### src/rtl/bfs_pkg.sv
package bfs_pkg;

  typedef enum logic [1:0] {
    M_FETCH = 2'd0,
    M_EXEC  = 2'd1,
    M_WAIT  = 2'd2
  } mode_t;

  function automatic mode_t mode_after(input mode_t cur, input logic rdy,
                                       input logic last, input logic done);
    mode_t nxt;
    nxt = cur;
    case (cur)
      M_FETCH: if (rdy && last) nxt = M_EXEC;
      M_EXEC:  nxt = M_WAIT;
      M_WAIT:  if (done) nxt = M_FETCH;
      default: nxt = M_FETCH;
    endcase
    return nxt;
  endfunction

endpackage

### src/rtl/bfs_ctrl.sv
module bfs_ctrl
  import bfs_pkg::*;
#(
  parameter int NB = 4,
  localparam int PW = (NB > 1) ? $clog2(NB) : 1
) (
  input  logic          clk,
  input  logic          rst,
  input  logic          mem_rdy,
  input  logic          exec_done,
  output logic [PW-1:0] phase,
  output logic          byte_accept,
  output logic          done_take,
  output logic          go,
  output logic          rd_en
);

  localparam logic [PW-1:0] LAST = PW'(NB - 1);

  mode_t mode;
  logic  at_last;

  assign at_last     = (phase == LAST);
  assign rd_en       = (mode == M_FETCH);
  assign byte_accept = rd_en && mem_rdy;
  assign go          = (mode == M_EXEC);
  assign done_take   = (mode == M_WAIT) && exec_done;

  function automatic logic [PW-1:0] phase_after(input logic [PW-1:0] p,
                                                input logic acc);
    if (!acc) return p;
    if (p == LAST) return '0;
    return p + 1'b1;
  endfunction

  always_ff @(posedge clk) begin
    if (rst) begin
      mode  <= M_FETCH;
      phase <= '0;
    end else begin
      mode  <= mode_after(mode, mem_rdy, at_last, exec_done);
      phase <= phase_after(phase, byte_accept);
    end
  end

  a_r5_go_single: assert property (@(posedge clk) disable iff (rst)
    go |=> !go);

  a_r5_go_after_last: assert property (@(posedge clk) disable iff (rst)
    (byte_accept && at_last) |=> go);

  a_r4_stall_hold: assert property (@(posedge clk) disable iff (rst)
    (rd_en && !mem_rdy) |=> (rd_en && $stable(phase)));

  a_r6_wait_no_read: assert property (@(posedge clk) disable iff (rst)
    (go || (!rd_en && !done_take && $past(go || !rd_en))) |=> !byte_accept);

endmodule

### src/rtl/bfs_pc.sv
module bfs_pc #(
  parameter int AW = 16
) (
  input  logic          clk,
  input  logic          rst,
  input  logic          byte_accept,
  input  logic          done_take,
  input  logic          jump_en,
  input  logic [AW-1:0] jump_tgt,
  output logic          jump_take,
  output logic [AW-1:0] pc
);

  assign jump_take = done_take && jump_en;

  function automatic logic [AW-1:0] pc_after(input logic [AW-1:0] cur,
                                             input logic step,
                                             input logic jmp,
                                             input logic [AW-1:0] tgt);
    if (jmp)  return tgt;
    if (step) return cur + 1'b1;
    return cur;
  endfunction

  always_ff @(posedge clk) begin
    if (rst) pc <= '0;
    else     pc <= pc_after(pc, byte_accept, jump_take, jump_tgt);
  end

  a_r3_pc_step: assert property (@(posedge clk) disable iff (rst)
    byte_accept |=> (pc == $past(pc) + AW'(1)));

  a_r8_jump_load: assert property (@(posedge clk) disable iff (rst)
    jump_take |=> (pc == $past(jump_tgt)));

  a_r9_pc_idle: assert property (@(posedge clk) disable iff (rst)
    (!byte_accept && !jump_take) |=> $stable(pc));

  a_r9_no_step_on_jump: assert property (@(posedge clk) disable iff (rst)
    !(byte_accept && done_take));

endmodule

### src/rtl/bfs_stage.sv
module bfs_stage #(
  parameter int NB = 4,
  parameter int DW = 8,
  localparam int PW = (NB > 1) ? $clog2(NB) : 1
) (
  input  logic             clk,
  input  logic             rst,
  input  logic             byte_accept,
  input  logic [PW-1:0]    phase,
  input  logic [DW-1:0]    din,
  output logic [NB*DW-1:0] staged
);

  logic [NB-1:0] wr_en;

  for (genvar i = 0; i < NB; i++) begin : g_slot
    logic [DW-1:0] slot_q;

    assign wr_en[i] = byte_accept && (phase == PW'(i));

    always_ff @(posedge clk) begin
      if (rst)           slot_q <= '0;
      else if (wr_en[i]) slot_q <= din;
    end

    assign staged[i*DW +: DW] = slot_q;
  end

  a_r2_one_slot: assert property (@(posedge clk) disable iff (rst)
    $onehot0(wr_en));

  a_r4_slots_hold: assert property (@(posedge clk) disable iff (rst)
    !byte_accept |=> $stable(staged));

  a_r2_slot_capture: assert property (@(posedge clk) disable iff (rst)
    (byte_accept && phase == '0) |=> (staged[DW-1:0] == $past(din)));

endmodule

### src/rtl/byte_fetch_seq.sv
module byte_fetch_seq #(
  parameter int AW = 16,
  parameter int DW = 8
) (
  input  logic          clk,
  input  logic          rst,
  output logic          mem_rd,
  output logic [AW-1:0] mem_addr,
  input  logic [DW-1:0] mem_data,
  input  logic          mem_rdy,
  output logic [AW-1:0] pc,
  output logic [DW-1:0] ins_op,
  output logic [DW-1:0] ins_a,
  output logic [DW-1:0] ins_b,
  output logic [DW-1:0] ins_dst,
  output logic          exec_go,
  input  logic          exec_done,
  input  logic          jump_en,
  input  logic [AW-1:0] jump_tgt
);

  localparam int NB = 4;
  localparam int PW = $clog2(NB);

  logic [PW-1:0]    phase;
  logic             byte_accept;
  logic             done_take;
  logic             jump_take;
  logic [NB*DW-1:0] staged;

  bfs_ctrl #(.NB(NB)) u_ctrl (
    .clk         (clk),
    .rst         (rst),
    .mem_rdy     (mem_rdy),
    .exec_done   (exec_done),
    .phase       (phase),
    .byte_accept (byte_accept),
    .done_take   (done_take),
    .go          (exec_go),
    .rd_en       (mem_rd)
  );

  bfs_pc #(.AW(AW)) u_pc (
    .clk         (clk),
    .rst         (rst),
    .byte_accept (byte_accept),
    .done_take   (done_take),
    .jump_en     (jump_en),
    .jump_tgt    (jump_tgt),
    .jump_take   (jump_take),
    .pc          (pc)
  );

  bfs_stage #(.NB(NB), .DW(DW)) u_stage (
    .clk         (clk),
    .rst         (rst),
    .byte_accept (byte_accept),
    .phase       (phase),
    .din         (mem_data),
    .staged      (staged)
  );

  assign mem_addr = pc;
  assign ins_op   = staged[0*DW +: DW];
  assign ins_a    = staged[1*DW +: DW];
  assign ins_b    = staged[2*DW +: DW];
  assign ins_dst  = staged[3*DW +: DW];

  a_r6_frozen_wait: assert property (@(posedge clk) disable iff (rst)
    exec_go |=> ($stable(staged) && $stable(pc) && !mem_rd));

  a_r7_resume: assert property (@(posedge clk) disable iff (rst)
    (done_take && !jump_take) |=> (mem_rd && mem_addr == $past(pc)));

endmodule

### config.mk
export PLATFORM = sky130hd
export DESIGN_NAME = byte_fetch_seq
export DESIGN_NICKNAME = d
export VERILOG_FILES = /design/src/rtl/bfs_pkg.sv /design/src/rtl/bfs_ctrl.sv /design/src/rtl/bfs_pc.sv /design/src/rtl/bfs_stage.sv /design/src/rtl/byte_fetch_seq.sv
export SDC_FILE = /design/constraint.sdc
export NUM_CORES = 1
export LEC_CHECK = 0
export ABC_AREA = 1
export BUFFER_PORTS_ARGS = -buffer_cell sky130_fd_sc_hd__buf_2
export CAP_MARGIN = 30
export CORE_MARGIN = 1
export CORE_UTILIZATION = 53
export DETAILED_ROUTE_END_ITERATION = 10
export PLACE_DENSITY_LB_ADDON = 0.1
export SYNTH_ARGS = -nofsm -noshare
export SYNTH_HDL_FRONTEND = slang
export SYNTH_SLANG_ARGS = --single-unit
### constraint.sdc
create_clock -name clk -period 3.35 [get_ports clk]
set_clock_uncertainty 0.05 [all_clocks]
set_input_delay 0.67 -clock clk [delete_from_list [all_inputs] [get_ports clk]]
set_output_delay 0.67 -clock clk [all_outputs]
set_load 0.02 [all_outputs]
==> results.txt <==
GRT Overall Usage: 0.239
Cells after Synth: 369
critical path class: in -> reg
P&R area growth vs syn: 16.0%
antenna violations before repair: 0
Post-Route WL: 5.95 mm
width of the die: 71.4 µm
top-area cell type share of the netlist area: 0.408
sequential share of the synthesized area: 0.408
gr busiest metal: met2
Worst Path Arrival: 2.00 ns
DR DRC count: 0
register area: 1040 µm²
max frequency: 550 MHz
Leak Pwr: 1.41 nW
Max Slew Vio Count: 0
Area contributors post-synth: dfxtp_1 (41%), nand2_1 (15%), nand3_1 (9.6%), a21oi_1 (7.6%), inv_1 (5.9%)
Nets: 474
met1 Usage GRT: 0.290
MaxCap Viol Count: 0
Root Driver: clkbuf_8
die height: 71.4 µm
post-DP HPWL: 4.21 mm
maximum root-to-sink buffer count: 2
Routed Antenna Nets: 0
Worst EP required: 3.53 ns
Pwr Density: 389 nW/µm²
Synth cell types: 24
gpl congestion: 0.808
row count: 24
TritonCTS clock tree: done
synthesized area: 2550 µm²
clk sinks: 52
status: completed
initial core utilization: 0.567
Post-CTS Setup Bufs: 0
clock latency on the worst-skew pair: 0.30 ns
commonest non-fill, non-tap cells in the layout: nand2_1 (100), buf_2 (94), dfxtp_1 (52)
router iterations before antenna repair: 4
syn_area_per_cell: 6.92 µm²
met3 usage in global routing: 0.0422
vias: 2545
most common cell after layout, fill and taps aside: nand2_1
Hold Buf Count CTS: 0
fin crit share: 0.543
startpoint types: input pin
crit end category: register
Clk pin slew, worst setup/hold paths: 0.09 ns
worst slew pin tran: 0.535 ns
final setup violation count: 0
first-pass GRT wire length: 9.71 mm
net count after synthesis: 403
area of the multi-input gates: 1140 µm²
largest area contributor in the netlist: dfxtp_1
vias in the first global route: 2203
H-tree depth: 2
dpl cells: 485
initial drt markers: 128
Layout Cells excl Fill: 492
Hold Vio Cnt, Final: 0
pin count of the biggest net entering global routing: 40
drt wl/cell: 12.1 µm
post-layout util: 0.658
Total Power: 1.15 mW
Synth Warn #: 0
Sum Neg Setup Slack: 0 ns
Num CTS Buffers: 5
Port Buffers: 94
Worst Path Max Fanout: 39
# fillers: 432
n_diodes: 0
# IOs: 95
GRT overflow: 0
DIE AREA: 5100 µm²
Max IR drop VDD: 0.210 mV
Hold Path Class: reg -> reg
layout cells sized above 1: 0.248
number of vias per cell: 5.17
post_cts resized: 0
headroom to the max-slew limit: 0.643
met2 usage: 0.430
Final min period: 1.82 ns
Synth Register Bits: 52
RSZ-0062 raised after global routing: false
core box area: 4500 µm²
-- final timing paths --
| check | startpoint | endpoint | slack, ns | cells past startpoint |
|---|---|---|---|---|
| worst min-delay path | u_stage.g_slot[0].slot_q[1] | u_stage.g_slot[0].slot_q[1] | 0.42 | 2 |
| worst max-delay path | mem_rdy | u_stage.g_slot[1].slot_q[4] | 1.53 | 6 |
| worst min register to register | u_stage.g_slot[0].slot_q[1] | u_stage.g_slot[0].slot_q[1] | 0.42 | 2 |
| worst max register to register | u_ctrl.mode[1] | u_stage.g_slot[1].slot_q[4] | 1.55 | 6 |
-- through the flow --
step	setup slack, ns	hold slack (ns)	cell area (µm²)
finish	1.53	0.416	2960
global route	1.34	0.430	2960
CTS	1.54	0.417	2960
detailed placement	1.23	0.403	2880
global placement	1.29	0.396	2880
floorplan	1.88	0.440	2550
-- metal layers --
layer | vias to the layer above | share of wire
met3 | 10 | 0.050
met5 | - | 0
met2 | 81 | 0.49
li1 | 1306 | -
met4 | 0 | 0.014
met1 | 1148 | 0.45
-- worst max-delay path: stages --
cell	delay, ns
buf_2	0.10
nand2_2	0.18
clkinv_2	0.48
nand2_2	0.33
nand2_1	0.08
a21oi_1	0.15
-- sequential cells by signal (all words and copies together), names as in the netlist --
name	count
u_stage.g_slot.slot_q	32
u_pc.pc	16
u_ctrl.mode	2
u_ctrl.phase	2
-- synthesized netlist by cell type, drive strengths merged --
cell type and instances:
inv 40, nand2 104, nor2 19, dfxtp 52, a31oi 2, nand4 3, clkinv 2, o21ai 17
buf 25, clkbuf 6, nand3 49, a21oi 39, o211ai 2, o21a 1, nor3 1, ha 5
o22ai 1, a211oi 1
-- cell type report --
cell class,count,area share
clock buffer,5,0.0232
clock inverter,2,0.00422
inverter,42,0.0537
multi-input combinational,244,0.384
sequential,52,0.352
tap,52,0.0220
timing repair buffer,95,0.161
-- kinds of logic after synthesis --
logic type,after synthesis,share of synthesized area
and+or+nand+nor,176,0.292
DFF,52,0.408
adders and majority gates,5,0.0245
buffers and inverters,73,0.147
AOI/OAI and AO/OA,63,0.129
-- power breakdown --
part / internal (mW) / leakage (nW) / switching, mW
Sequential: 0.638 / 0.422 / 0.0134
Combinational: 0.0497 / 0.951 / 0.103
Clock: 0.142 / 0.0400 / 0.204
Power figures use the tool's default switching activity.
